[config.mk]
export PLATFORM = sky130hd
export DESIGN_NAME = phy_rst_seq
export DESIGN_NICKNAME = d
export VERILOG_FILES = /design/src/rtl/phy_rst_seq_pkg.sv /design/src/rtl/phy_rst_seq_timer.sv /design/src/rtl/phy_rst_seq_pollcnt.sv /design/src/rtl/phy_rst_seq_fsm.sv /design/src/rtl/phy_rst_seq.sv
export SDC_FILE = /design/constraint.sdc
export NUM_CORES = 1
export LEC_CHECK = 0
export ABC_AREA = 1
export CAP_MARGIN = 5
export CORE_MARGIN = 2
export CORE_UTILIZATION = 44
export DETAILED_ROUTE_END_ITERATION = 8
export HOLD_SLACK_MARGIN = 0.06
export PLACE_DENSITY = 0.82
export SYNTH_ARGS = -nofsm -noshare
export SYNTH_HDL_FRONTEND = slang
export SYNTH_HIERARCHICAL = 1
export SYNTH_SLANG_ARGS = --single-unit
[constraint.sdc]
create_clock -name clk_i -period 2.9 [get_ports clk_i]
set_input_delay 0.58 -clock clk_i [delete_from_list [all_inputs] [get_ports clk_i]]
set_output_delay 0.58 -clock clk_i [all_outputs]
set_load 0.01 [all_outputs]
[src/rtl/phy_rst_seq_pkg.sv]
package phy_rst_seq_pkg;
  typedef enum logic [1:0] {
    OP_ADDR  = 2'd0,
    OP_WRITE = 2'd1,
    OP_READ  = 2'd2
  } cr_op_e;

  typedef enum logic [1:0] {
    ERR_NONE = 2'd0,
    ERR_BUS  = 2'd1,
    ERR_PLL  = 2'd2
  } seq_err_e;

  typedef enum logic [2:0] {
    ST_IDLE,
    ST_ADR_RST,
    ST_WR_RST,
    ST_DELAY,
    ST_ADR_STAT,
    ST_RD_STAT,
    ST_FIN
  } seq_state_e;
endpackage

[src/rtl/phy_rst_seq_timer.sv]
module phy_rst_seq_timer #(
  parameter int DELAY_CYC = 20
) (
  input  logic clk_i,
  input  logic rst_ni,
  input  logic run_i,
  output logic expire_o
);
  localparam int TW = (DELAY_CYC < 2) ? 1 : $clog2(DELAY_CYC);

  logic [TW-1:0] cnt_q;

  always_ff @(posedge clk_i or negedge rst_ni) begin
    if (!rst_ni)     cnt_q <= '0;
    else if (!run_i) cnt_q <= '0;
    else             cnt_q <= cnt_q + 1'b1;
  end

  assign expire_o = run_i && (cnt_q == TW'(DELAY_CYC - 1));
endmodule

[src/rtl/phy_rst_seq_pollcnt.sv]
module phy_rst_seq_pollcnt #(
  parameter int MAX_POLLS = 10
) (
  input  logic clk_i,
  input  logic rst_ni,
  input  logic clr_i,
  input  logic inc_i,
  output logic last_o
);
  localparam int PW = (MAX_POLLS < 2) ? 1 : $clog2(MAX_POLLS);

  logic [PW-1:0] cnt_q;

  always_ff @(posedge clk_i or negedge rst_ni) begin
    if (!rst_ni)    cnt_q <= '0;
    else if (clr_i) cnt_q <= '0;
    else if (inc_i) cnt_q <= cnt_q + 1'b1;
  end

  assign last_o = (cnt_q == PW'(MAX_POLLS - 1));
endmodule

[src/rtl/phy_rst_seq_fsm.sv]
module phy_rst_seq_fsm
  import phy_rst_seq_pkg::*;
#(
  parameter int          DW        = 16,
  parameter logic [15:0] RST_REG   = 16'h7F3F,
  parameter logic [15:0] RST_VAL   = 16'h0001,
  parameter logic [15:0] STAT_REG  = 16'h2003,
  parameter logic [15:0] LOCK_MASK = 16'h0002
) (
  input  logic          clk_i,
  input  logic          rst_ni,
  input  logic          start_i,
  input  logic          rsp_valid_i,
  input  logic          rsp_err_i,
  input  logic [DW-1:0] rsp_rdata_i,
  input  logic          dly_expire_i,
  input  logic          poll_last_i,
  output logic          dly_run_o,
  output logic          poll_clr_o,
  output logic          poll_inc_o,
  output logic          busy_o,
  output logic          cmd_valid_o,
  output cr_op_e        cmd_op_o,
  output logic [DW-1:0] cmd_wdata_o,
  output logic          done_o,
  output logic          pass_o,
  output seq_err_e      err_o
);
  seq_state_e state_q, state_d;
  logic       pass_q, pass_d;
  seq_err_e   err_q, err_d;
  logic       locked;

  // reduce over all bits so every data bit is consumed
  assign locked = |(rsp_rdata_i & DW'(LOCK_MASK));

  always_comb begin
    state_d     = state_q;
    pass_d      = pass_q;
    err_d       = err_q;
    cmd_valid_o = 1'b0;
    cmd_op_o    = OP_ADDR;
    cmd_wdata_o = '0;
    dly_run_o   = 1'b0;
    poll_clr_o  = 1'b0;
    poll_inc_o  = 1'b0;
    unique case (state_q)
      ST_IDLE: begin
        poll_clr_o = 1'b1;
        if (start_i) begin
          state_d = ST_ADR_RST;
          pass_d  = 1'b0;
          err_d   = ERR_NONE;
        end
      end
      ST_ADR_RST: begin
        cmd_valid_o = 1'b1;
        cmd_wdata_o = DW'(RST_REG);
        if (rsp_valid_i) begin
          if (rsp_err_i) begin state_d = ST_FIN; err_d = ERR_BUS; end
          else state_d = ST_WR_RST;
        end
      end
      ST_WR_RST: begin
        cmd_valid_o = 1'b1;
        cmd_op_o    = OP_WRITE;
        cmd_wdata_o = DW'(RST_VAL);
        if (rsp_valid_i) begin
          if (rsp_err_i) begin state_d = ST_FIN; err_d = ERR_BUS; end
          else state_d = ST_DELAY;
        end
      end
      ST_DELAY: begin
        dly_run_o = 1'b1;
        if (dly_expire_i) state_d = ST_ADR_STAT;
      end
      ST_ADR_STAT: begin
        cmd_valid_o = 1'b1;
        cmd_wdata_o = DW'(STAT_REG);
        if (rsp_valid_i) begin
          if (rsp_err_i) begin state_d = ST_FIN; err_d = ERR_BUS; end
          else state_d = ST_RD_STAT;
        end
      end
      ST_RD_STAT: begin
        cmd_valid_o = 1'b1;
        cmd_op_o    = OP_READ;
        if (rsp_valid_i) begin
          if (rsp_err_i) begin
            state_d = ST_FIN; err_d = ERR_BUS;
          end else if (locked) begin
            state_d = ST_FIN; pass_d = 1'b1;
          end else if (poll_last_i) begin
            state_d = ST_FIN; err_d = ERR_PLL;
          end else begin
            state_d    = ST_DELAY;
            poll_inc_o = 1'b1;
          end
        end
      end
      ST_FIN:  state_d = ST_IDLE;
      default: state_d = ST_IDLE;
    endcase
  end

  always_ff @(posedge clk_i or negedge rst_ni) begin
    if (!rst_ni) begin
      state_q <= ST_IDLE;
      pass_q  <= 1'b0;
      err_q   <= ERR_NONE;
    end else begin
      state_q <= state_d;
      pass_q  <= pass_d;
      err_q   <= err_d;
    end
  end

  assign busy_o = (state_q != ST_IDLE);
  assign done_o = (state_q == ST_FIN);
  assign pass_o = pass_q;
  assign err_o  = err_q;
endmodule

[src/rtl/phy_rst_seq.sv]
module phy_rst_seq
  import phy_rst_seq_pkg::*;
#(
  parameter int          DW        = 16,
  parameter int          MAX_POLLS = 10,
  parameter int          DELAY_CYC = 20,
  parameter logic [15:0] RST_REG   = 16'h7F3F,
  parameter logic [15:0] RST_VAL   = 16'h0001,
  parameter logic [15:0] STAT_REG  = 16'h2003,
  parameter logic [15:0] LOCK_MASK = 16'h0002
) (
  input  logic          clk_i,
  input  logic          rst_ni,
  input  logic          start_i,
  output logic          busy_o,
  output logic          cmd_valid_o,
  output logic [1:0]    cmd_op_o,
  output logic [DW-1:0] cmd_wdata_o,
  input  logic          rsp_valid_i,
  input  logic          rsp_err_i,
  input  logic [DW-1:0] rsp_rdata_i,
  output logic          done_o,
  output logic          pass_o,
  output logic [1:0]    err_o
);
  logic     dly_run, dly_expire, poll_clr, poll_inc, poll_last;
  cr_op_e   op;
  seq_err_e err;

  phy_rst_seq_timer #(.DELAY_CYC(DELAY_CYC)) u_timer (
    .clk_i, .rst_ni, .run_i(dly_run), .expire_o(dly_expire)
  );

  phy_rst_seq_pollcnt #(.MAX_POLLS(MAX_POLLS)) u_pollcnt (
    .clk_i, .rst_ni, .clr_i(poll_clr), .inc_i(poll_inc), .last_o(poll_last)
  );

  phy_rst_seq_fsm #(
    .DW(DW), .RST_REG(RST_REG), .RST_VAL(RST_VAL),
    .STAT_REG(STAT_REG), .LOCK_MASK(LOCK_MASK)
  ) u_fsm (
    .clk_i, .rst_ni, .start_i, .rsp_valid_i, .rsp_err_i, .rsp_rdata_i,
    .dly_expire_i(dly_expire), .poll_last_i(poll_last),
    .dly_run_o(dly_run), .poll_clr_o(poll_clr), .poll_inc_o(poll_inc),
    .busy_o, .cmd_valid_o, .cmd_op_o(op), .cmd_wdata_o,
    .done_o, .pass_o, .err_o(err)
  );

  assign cmd_op_o = op;
  assign err_o    = err;
endmodule

==> results.md, run 1 <==
* Outcome: finished clean
* Cell area after synthesis at 0.00110 mm^2
* Routing usage on met2 at 26.8%
* Final worst slack at 0.405 ns
* Seq. cell area at 375 um^2
* Fin nets at 198
* Unrepaired setup endpoints after global routing: no
* Resize count post-CTS at 0
* Synth area leaders: dfrtp_1, nand2_1, buf_4
* GRT Util Overall at 16.8%
* Final hold vios at 0
* Max Fclk at 401 MHz
* Detailed Place HPWL at 1650 um
* Setup TNS at 0 ns
* Critical Path Fanout Max at 10
* CTS sink cnt at 15
* Routed Antenna Nets at 0
* Clock-pin slew on the worst setup and hold paths at 0.10 ns
* Place WS at 0.613 ns
* Vias at 1,019
* Mapped Avg Cell Area at 7.10 um^2
* Final Cell Area at 0.00133 mm^2
* Post CTS Setup Buffer Count at 0
* CP arrival at 1.91 ns
* Drt initial violations at 38
* Crit path buf inv count at 3
* Die ar. at 0.00292 mm^2
* Worst min path class: reg2reg
* Max rail drop VDD at 657 uV
* Vias/cell at 5.02
* Starting Density at 45.2%
* Die W at 54.0 um
* Vias in the first global route at 883
* Post-route minimum period at 2.49 ns
* Antenna diodes at 0
* Syn Inst Count at 155
* WP data required at 2.32 ns
* Residual DRC count at 0
* Setup violators final at 0
* Root buf cell: clkbuf_4
* IO Port Bufs at 26
* Worst slew pin tran at 0.682 ns
* Routed WL at 2160 um
* P_leak at 0.681 nW
* Crit path capture type: primary output
* CTS Buf Count at 3
* Period Utilization, post-route at 86.0%
* Yosys top cell area share at 34.1%
* Clock Path Buffers at 2
* Number of fill cells in the layout at 214
* Yosys reg bits at 15
* Clk Latency, worst-skew pair at 0.29 ns
* Share of layout cells above drive strength 1 at 13.9%
* Core footprint at 0.00243 mm^2
* Layout overhead on the synthesized area at 20.7%
* Busiest grt layer: met2
* CP Class: reg2out
* Detailed Routing Iterations Pass 1 at 4
* Met3 GRT Util at 5.00%
* Max_cap viols at 0
* Synth unique cells at 21
* Final Wtd Congestion at 0.924
* Final slew viol count at 0
* CP top delay family: buffers and inverters
* Largest net degree at the start of global routing at 16
* Row count at 18
* I/O Pins at 45
* H-tree depth at 1
* PwrDens at 986 mW/mm^2
* Total grt overflow at 0
* Wire length per cell at 10.7 um
* Slowest-stage cell, CP: clkdlybuf4s50_1
* Relative slew slack at 54.4%
* Grt met1 use at 21.6%
* Placed Area at 0.00130 mm^2
* Largest area contributor in the netlist: dfrtp_1
* CTS tree: yes
* Post-cts hold buffer count at 0
* Setup Skew at 0.00691 ns
* Critical path, cell by cell: inv_2, nand3_2, inv_1, clkdlybuf4s50_1
* Crit-path max cell delay at 0.59 ns
* Seq/Total Area, Yosys at 34.1%
* Footprint of the multi-input gates at 543 um^2
* Initial antenna violation count at 0
* First-pass GRT wire length at 3570 um
* Ys Warns at 6
* Startpoint types: flop
* Die H at 54.0 um
-- placed cells by master (no fill, tap or decap), types with 4 or more instances in the layout --
| cell | instances |
|---|---|
| inv_2 | 5 |
| inv_1 | 16 |
| nand3_2 | 5 |
| dfrtp_1 | 15 |
| nor2_1 | 13 |
| nand4_1 | 5 |
| nand2_2 | 4 |
| nand2_1 | 38 |
| o21ai_0 | 5 |
| clkdlybuf4s50_1 | 26 |
| a21oi_1 | 6 |
| nand3_1 | 12 |
-- cells in the mapped netlist --
cell,count
clkinvlp_2,1
nand4_1,5
o211ai_1,1
inv_2,5
nand2_1,38
nor3_1,2
nand3b_1,1
ha_1,3
nor2_4,2
o21ai_1,3
inv_1,16
o21ai_0,5
dfrtp_1,15
nor2_2,3
conb_1,1
a21oi_1,6
nand3_2,5
nand3_1,12
nand2_2,4
nor2_1,13
buf_4,14
-- final timing paths --
check,slack [ns],startpoint,depth (start not counted),end
max,0.41,u_fsm/state_q[2],4,cmd_wdata_o[12]
min,0.48,u_timer/cnt_q[0],1,u_timer/cnt_q[0]
max reg2reg,1.10,u_pollcnt/cnt_q[1],12,u_pollcnt/cnt_q[3]
min reg2reg,0.48,u_timer/cnt_q[0],1,u_timer/cnt_q[0]
max in group asynchronous,1.77,rst_ni,1,u_fsm/state_q[0]
min in group asynchronous,0.69,rst_ni,1,u_fsm/err_o[0]
-- area by class of cell --
| type | count | area share (%) |
|---|---|---|
| Multi-Input combinational cell | 106 | 40.9 |
| Sequential cell | 15 | 28.3 |
| Timing Repair Buffer | 26 | 19.6 |
| Inverter | 22 | 6.31 |
| Tap cell | 30 | 2.83 |
| Clock buffer | 3 | 1.70 |
| Clock inverter | 1 | 0.377 |
-- layer usage --
metal / vias to the layer above / wire length [um]
li1: 516 / -
met1: 457 / 976
met2: 44 / 1020
met3: 2 / 156
met4: 0 / 12
met5: - / 0
-- stage by stage --
stage          util, %  hold WS [ns]  instances  total power [mW]
3_5_place_dp      53.4         0.469        199              1.18
3_3_place_gp      53.4         0.456        199              1.17
4_1_cts           54.6         0.483        203              1.32
5_1_grt           54.6         0.509        203              1.44
2_1_floorplan        -         0.284        157             0.914
6_report          54.6         0.476        203              1.31
-- state kept, by name, summed over array words and instances (netlist names) --
name	count
u_pollcnt/cnt_q	4
u_timer/cnt_q	5
u_fsm/pass_o	1
u_fsm/err_o	2
u_fsm/state_q	3
-- worst register-to-register path, stage by stage (launching register included) --
cell	delay [ns]
dfrtp_1	0.40
inv_1	0.06
ha_1	0.17
nand2_1	0.06
nor2_1	0.04
inv_1	0.06
nand3_1	0.12
nor3_1	0.38
nor2_2	0.11
nor2_4	0.12
nand3_1	0.07
nand2_1	0.07
nor2_2	0.03
-- power breakdown --
group	switching [mW]	internal, mW
registers	0.0742	0.257
clock network	0.0744	0.0513
logic	0.457	0.396
-- kinds of logic after synthesis --
family / Yosys count / synth area share [%]
buffers and inverters: 36 / 17.2
DFF: 15 / 34.1
and+or+nand+nor: 85 / 37.9
adders and majority gates: 3 / 3.41
other: 1 / 0.341
AOI/OAI and AO/OA: 15 / 7.05
(Power assumes the default switching activity.)
==> run 2: changes to the inputs <==
--- a/config.mk
+++ b/config.mk
@@ -6,6 +6,7 @@
 export NUM_CORES = 1
 export LEC_CHECK = 0
 export ABC_AREA = 1
+export ABC_CLOCK_PERIOD_IN_PS = 2900
 export CAP_MARGIN = 5
 export CORE_MARGIN = 2
 export CORE_UTILIZATION = 44
==> results of run 2 <==
No change in the layout: final DEF, timing and power equal those of run 1.
